<file path="src/rtl/acc_core_pkg.sv">
package acc_core_pkg;
  localparam int DATA_W   = 8;
  localparam int ZERO_BIT = 1;
  localparam int NEG_BIT  = 7;

  localparam logic [DATA_W-1:0] OP_LOAD_IMM = 8'hA9;
  localparam logic [DATA_W-1:0] OP_COPY_AX  = 8'hAA;
  localparam logic [DATA_W-1:0] OP_INC_X    = 8'hE8;
  localparam logic [DATA_W-1:0] OP_STOP     = 8'h00;

  typedef enum logic [2:0] {
    ST_IDLE, ST_FETCH_OP, ST_FETCH_IMM, ST_EXECUTE, ST_HALT
  } core_state_e;

  typedef struct packed {
    logic load_a;
    logic copy_ax;
    logic inc_x;
    logic stop;
    logic bad_op;
  } exec_ev_t;

  function automatic logic [DATA_W-1:0] flags_after(input logic [DATA_W-1:0] st,
                                                    input logic [DATA_W-1:0] res);
    logic [DATA_W-1:0] r;
    r = st;
    r[ZERO_BIT] = (res == '0);
    r[NEG_BIT]  = res[DATA_W-1];
    return r;
  endfunction

  function automatic logic [DATA_W-1:0] inc_wrap(input logic [DATA_W-1:0] v);
    return v + DATA_W'(1);
  endfunction
endpackage

</file>
<file path="src/rtl/acc_seq.sv">
module acc_seq
  import acc_core_pkg::*;
#(
  parameter int PC_W = 8
) (
  input  logic              clk,
  input  logic              rst_n,
  input  logic              start,
  input  logic [DATA_W-1:0] mem_rdata,
  output logic [PC_W-1:0]   mem_addr,
  output exec_ev_t          ev,
  output logic              ready,
  output logic              halted,
  output logic              illegal
);
  core_state_e state, nxt;
  logic [PC_W-1:0] pc;
  logic            illegal_q;
  logic            launch;
  logic            pc_step;

  assign ready   = (state == ST_IDLE) || (state == ST_HALT);
  assign launch  = ready && start;
  assign pc_step = (state == ST_FETCH_OP) ||
                   ((state == ST_EXECUTE) && (mem_rdata == OP_LOAD_IMM));

  always_comb begin
    ev  = '0;
    nxt = state;
    case (state)
      ST_IDLE, ST_HALT: if (start) nxt = ST_FETCH_OP;
      ST_FETCH_OP:      nxt = ST_EXECUTE;
      ST_EXECUTE: begin
        case (mem_rdata)
          OP_LOAD_IMM: nxt = ST_FETCH_IMM;
          OP_COPY_AX:  begin ev.copy_ax = 1'b1; nxt = ST_FETCH_OP; end
          OP_INC_X:    begin ev.inc_x   = 1'b1; nxt = ST_FETCH_OP; end
          OP_STOP:     begin ev.stop    = 1'b1; nxt = ST_HALT;     end
          default:     begin ev.bad_op  = 1'b1; nxt = ST_HALT;     end
        endcase
      end
      ST_FETCH_IMM: begin ev.load_a = 1'b1; nxt = ST_FETCH_OP; end
      default:      nxt = ST_IDLE;
    endcase
  end

  always_ff @(posedge clk) begin
    if (!rst_n) begin
      state     <= ST_IDLE;
      pc        <= '0;
      illegal_q <= 1'b0;
    end else begin
      state <= nxt;
      if (launch)       pc <= '0;
      else if (pc_step) pc <= pc + PC_W'(1);
      if (launch)         illegal_q <= 1'b0;
      else if (ev.bad_op) illegal_q <= 1'b1;
    end
  end

  assign mem_addr = pc;
  assign halted   = (state == ST_HALT);
  assign illegal  = illegal_q;

  p_start_restarts_r2: assert property (@(posedge clk) disable iff (!rst_n)
    launch |=> (mem_addr == '0) && !halted && !illegal);
  p_imm_follows_r4: assert property (@(posedge clk) disable iff (!rst_n)
    (state == ST_EXECUTE && mem_rdata == OP_LOAD_IMM) |=> ev.load_a);
  p_single_event_r3: assert property (@(posedge clk) disable iff (!rst_n)
    $onehot0(ev));
  p_halt_holds_r9: assert property (@(posedge clk) disable iff (!rst_n)
    (halted && !start) |=> halted && $stable(mem_addr));
  p_illegal_in_halt_r10: assert property (@(posedge clk) disable iff (!rst_n)
    illegal |-> halted);
endmodule

</file>
<file path="src/rtl/acc_regs.sv">
module acc_regs
  import acc_core_pkg::*;
(
  input  logic              clk,
  input  logic              rst_n,
  input  exec_ev_t          ev,
  input  logic [DATA_W-1:0] operand,
  input  logic              ready,
  input  logic              preload_en,
  input  logic [DATA_W-1:0] preload_a,
  input  logic [DATA_W-1:0] preload_x,
  output logic [DATA_W-1:0] reg_a,
  output logic [DATA_W-1:0] reg_x,
  output logic [DATA_W-1:0] status
);
  logic              preload_ok;
  logic [DATA_W-1:0] x_plus;

  assign preload_ok = preload_en && ready;
  assign x_plus     = inc_wrap(reg_x);

  always_ff @(posedge clk) begin
    if (!rst_n) begin
      reg_a  <= '0;
      reg_x  <= '0;
      status <= '0;
    end else begin
      if (preload_ok) begin
        reg_a <= preload_a;
        reg_x <= preload_x;
      end
      if (ev.load_a) begin
        reg_a  <= operand;
        status <= flags_after(status, operand);
      end
      if (ev.copy_ax) begin
        reg_x  <= reg_a;
        status <= flags_after(status, reg_a);
      end
      if (ev.inc_x) begin
        reg_x  <= x_plus;
        status <= flags_after(status, x_plus);
      end
    end
  end

  p_copy_r5: assert property (@(posedge clk) disable iff (!rst_n)
    ev.copy_ax |=> reg_x == reg_a);
  p_inc_wraps_r6: assert property (@(posedge clk) disable iff (!rst_n)
    (ev.inc_x && reg_x == 8'hFF) |=> reg_x == 8'h00);
  p_zero_flag_r7: assert property (@(posedge clk) disable iff (!rst_n)
    (ev.copy_ax || ev.inc_x) |=> status[ZERO_BIT] == (reg_x == '0));
  p_neg_flag_r8: assert property (@(posedge clk) disable iff (!rst_n)
    ev.load_a |=> status[NEG_BIT] == reg_a[DATA_W-1]);
  p_other_bits_r8: assert property (@(posedge clk) disable iff (!rst_n)
    1'b1 |=> (status & 8'h7D) == ($past(status) & 8'h7D));
  p_stop_keeps_flags_r10: assert property (@(posedge clk) disable iff (!rst_n)
    (ev.stop || ev.bad_op) |=> $stable(status));
endmodule

</file>
<file path="src/rtl/acc_core.sv">
module acc_core
  import acc_core_pkg::*;
#(
  parameter int PC_W = 8
) (
  input  logic            clk,
  input  logic            rst_n,
  input  logic            start,
  input  logic            preload_en,
  input  logic [7:0]      preload_a,
  input  logic [7:0]      preload_x,
  output logic [PC_W-1:0] mem_addr,
  input  logic [7:0]      mem_rdata,
  output logic [7:0]      reg_a,
  output logic [7:0]      reg_x,
  output logic [7:0]      status,
  output logic            halted,
  output logic            illegal
);
  exec_ev_t ev;
  logic     ready;

  acc_seq #(.PC_W(PC_W)) u_seq (
    .clk(clk), .rst_n(rst_n), .start(start), .mem_rdata(mem_rdata),
    .mem_addr(mem_addr), .ev(ev), .ready(ready), .halted(halted), .illegal(illegal)
  );

  acc_regs u_regs (
    .clk(clk), .rst_n(rst_n), .ev(ev), .operand(mem_rdata), .ready(ready),
    .preload_en(preload_en), .preload_a(preload_a), .preload_x(preload_x),
    .reg_a(reg_a), .reg_x(reg_x), .status(status)
  );

  p_preload_idle_r11: assert property (@(posedge clk) disable iff (!rst_n)
    (preload_en && ready) |=> (reg_a == $past(preload_a)) && (reg_x == $past(preload_x)));
endmodule

</file>
<file path="config.mk">
export PLATFORM = sky130hd
export DESIGN_NAME = acc_core
export DESIGN_NICKNAME = d
export VERILOG_FILES = /design/src/rtl/acc_core_pkg.sv /design/src/rtl/acc_seq.sv /design/src/rtl/acc_regs.sv /design/src/rtl/acc_core.sv
export SDC_FILE = /design/constraint.sdc
export NUM_CORES = 1
export LEC_CHECK = 0
export ABC_AREA = 1
export BUFFER_PORTS_ARGS = -buffer_cell sky130_fd_sc_hd__buf_2
export CORE_MARGIN = 8
export CORE_UTILIZATION = 44
export CTS_CLUSTER_DIAMETER = 80
export DETAILED_ROUTE_END_ITERATION = 12
export GPL_TIMING_DRIVEN = 0
export PLACE_DENSITY_LB_ADDON = 0.25
export SLEW_MARGIN = 15
export SYNTH_ARGS = -nofsm -noshare
export SYNTH_HDL_FRONTEND = slang
export SYNTH_HIERARCHICAL = 1
export SYNTH_SLANG_ARGS = --single-unit
</file>
<file path="constraint.sdc">
create_clock -name clk -period 2.1 [get_ports clk]
set_input_delay 0.315 -clock clk [delete_from_list [all_inputs] [get_ports clk]]
set_output_delay 0.315 -clock clk [all_outputs]
set_load 0.01 [all_outputs]
</file>
==> run metrics <==
Die H=roughly 83 µm; cells after synthesis=roughly 300; hold_sp=preload_a[3]; first-pass GRT wire length=8530 µm; Iteration-0 DRC Markers=~150; sw power=0.436 mW; min-delay worst type=primary input to flip-flop; Comb power frac=between 20% and 30%; DR vias/cell=4.99; synth warn=6; # rows=24; RSZ-0062 raised after global routing=false; Final Cycle Share=roughly nine tenths; Seq pwr share=between 40% and 50%; grt met2 use=24.6%; share of cells above drive strength 1=between 20% and 30%; RR Endpoint=u_regs/status[1]$_SDFFE_PN0P_; clock network fraction of total power=between 30% and 40%; P&R area growth vs syn=23.0%; TritonCTS Buffers=5; via count=2100; CP delay by family, top=simple AND/OR/NAND/NOR gates; Crit Path Category=flip-flop to flip-flop; clock slew at reported path FFs=~0.06 ns; setup TNS=0 ns; post-CTS setup buffers=0; Setup WS pre-CTS=about 0.071 ns; PwrDens=a little under 600 nW/µm²; maximum vdd drop=roughly 380 µV; CP dominant cell by count=nand3_2; max cap viols=0; worst-case reg-to-reg path depth=10; antenna violations before repair=0; Peak Freq=0.536 GHz; Power Internal=~0.97 mW; CP Data Arrival Time=approximately 2.1 ns; switching share of power=a little under a third; Final Hold Fails=0; Crit. End Element=flip-flop; cell chain of the critical path=inv_1 > nand3_2 > nor4_1 > buf_4 > inv_2 > nor2_1 > nand3_1 > nor2_2 > nand3_2 > a21oi_2; DRC=0; Detailed Route WL=between 5000 and 6000 µm; I/O pin count=between 60 and 70; CTS tree=built; fin nets=400; GP Congestion=0.873; final worst slack=approximately 0.24 ns; routed len/inst=approximately 12 µm; Core Region=4320 µm²; DRT Pass-1 Iters=4; # clock sinks=30; buffers plus inverters on the worst setup path=3; setup slack, reg-to-reg=0.24 ns; global route overflow=0; end of the worst hold path=u_regs/reg_a[3]$_SDFFE_PN0P_; total die area=6830 µm²; Worst-Skew Late Latency=between 0.2 and 0.3 ns; vias in the first global route=between 1500 and 2000; Lkg Pwr=1.18 nW; max-slew violation count=0; GRT met1 Usage=20.2%; Initial Util=45.2%; synthesized cell area=~2000 µm²; port buffer count=55; Worst Skew=around 0.0063 ns; final setup violation count=0; H-tree Lvls=2; WP data required=approximately 2.3 ns; GRT Total Usage=15.8%; Avg Cell Area, Syn=about 6.5 µm²; Rel. slew slack=67.0%; reg2reg start=u_seq/state[2]$_SDFFE_PN0P_; GRT Max-Usage Layer=met2; HPWL Detailed=between 4000 and 5000 µm; Worst path max stage delay=about 0.33 ns; Antenna diodes=0; status=finished clean; clock buffer depth=2; startpoint class of the critical path=flip-flop; Horiz. Die Dim=between 80 and 90 µm; slowest CP cell=dfxtp_1; pin count of the biggest net entering global routing=11; Crit Path Max Fanout=10; CTS root buf=clkbuf_8; Min Clock Period, post-route=around 1.9 ns; met3 Use GR=under 10%; Worst-Margin Slew=a little under 0.5 ns; Antenna Violating Nets Remaining=0; WHS Path Cells=3
## routing by layer
metal  wire [µm]  vias to the layer above  share of wire [%]
met3         231                        2                4.4
met4          49                        0               0.93
met5           0                        -                  0
met1        2500                      940                 47
li1            -                     1109                  -
met2        2480                       49                 47
## repair_timing
action,in CTS,in global routing
hold buffers,0,0
endpoints found under the setup margin,0,1
hold endpoints to repair,0,0
resized for setup,0,1
## worst max-delay path by stage
stage / slack [ns] / end / startpoint / cells after the start
floorplan: 0.16 / u_regs/reg_x[7]$_SDFFE_PN0P_ / u_seq/state[2]$_SDFFE_PN0P_ / 8
global placement: -0.32 / u_regs/status[1]$_SDFFE_PN0P_ / mem_rdata[6] / 10
detailed placement: 0.07 / u_regs/status[1]$_SDFFE_PN0P_ / mem_rdata[7] / 9
CTS: 0.15 / u_regs/status[1]$_SDFFE_PN0P_ / u_seq/state[2]$_SDFFE_PN0P_ / 9
global route: 0.12 / u_regs/status[1]$_SDFFE_PN0P_ / u_seq/state[2]$_SDFFE_PN0P_ / 10
finish: 0.24 / u_regs/status[1]$_SDFFE_PN0P_ / u_seq/state[2]$_SDFFE_PN0P_ / 10
## registers in the layout, indices dropped and copies added, names as in the netlist
signal,count
u_regs/reg_a,8
u_regs/reg_x,8
u_seq/mem_addr,8
u_seq/state,3
u_regs/status,2
u_seq/illegal,1
## placed cells by master, fill, tap and decap left out
| master | count |
|---|---|
| nand2_4 | 2 |
| nand2_2 | 4 |
| buf_2 | 56 |
| clkbuf_1 | 3 |
| nor4_1 | 1 |
| nand3_1 | 21 |
| a21oi_1 | 14 |
| xnor2_1 | 2 |
| o21ai_0 | 14 |
| o211ai_1 | 6 |
| clkbuf_8 | 5 |
| nand3_2 | 2 |
| or2_1 | 3 |
| nand4_1 | 3 |
| nor3_1 | 2 |
| clkinv_1 | 1 |
| inv_1 | 33 |
| buf_4 | 9 |
| nor2_1 | 30 |
| nor2_4 | 2 |
| nand2_1 | 74 |
| o21bai_1 | 1 |
| a211oi_1 | 1 |
| a31oi_1 | 16 |
| or2_0 | 1 |
| ha_1 | 3 |
| nor4_4 | 1 |
| o21ai_1 | 7 |
| dfxtp_1 | 30 |
| inv_2 | 6 |
| buf_6 | 2 |
| xor2_1 | 2 |
| nor2_2 | 3 |
| conb_1 | 6 |
| a21oi_2 | 1 |
| nand3b_1 | 2 |
## metrics by stage
stage | std cells | power [mW] | hold slack (ns) | cell area (µm²) | utilization, %
after detailed placement | 414 | 0.983 | 0.439 | 2320 | 53.7
after floorplan | 307 | 0.860 | 0.453 | 1970 | -
final | 421 | 1.40 | 0.306 | 2410 | 55.6
after global routing | 421 | 1.49 | 0.302 | 2410 | 55.6
after CTS | 421 | 1.41 | 0.295 | 2400 | 55.4
after global placement | 414 | 0.976 | 0.438 | 2310 | 53.5
## tightest hold or removal path, delay by kind of cell
kind	cells	cell delay [ns]
buffers and inverters	1	0.09
AO/OA/AOI/OAI	1	0.07
AND/OR/NAND/NOR	1	0.05
## area by class of cell
class	count	area [µm²]
tap	52	65.1
buffer	13	98.8
fill	471	1920
inverter	40	150
sequential	30	601
clock buffer	7	76.3
timing repair buffer	55	275
multi-input combinational	224	1140
## power groups by stage
stage | logic, mW | registers, mW | clock network, mW
after floorplan | 0.180 | 0.681 | 0
after CTS | 0.313 | 0.658 | 0.440
after global placement | 0.306 | 0.670 | 0
after global routing | 0.352 | 0.665 | 0.471
after detailed placement | 0.312 | 0.671 | 0
final | 0.314 | 0.658 | 0.430
Note: power is estimated with default switching activity, not from simulation.
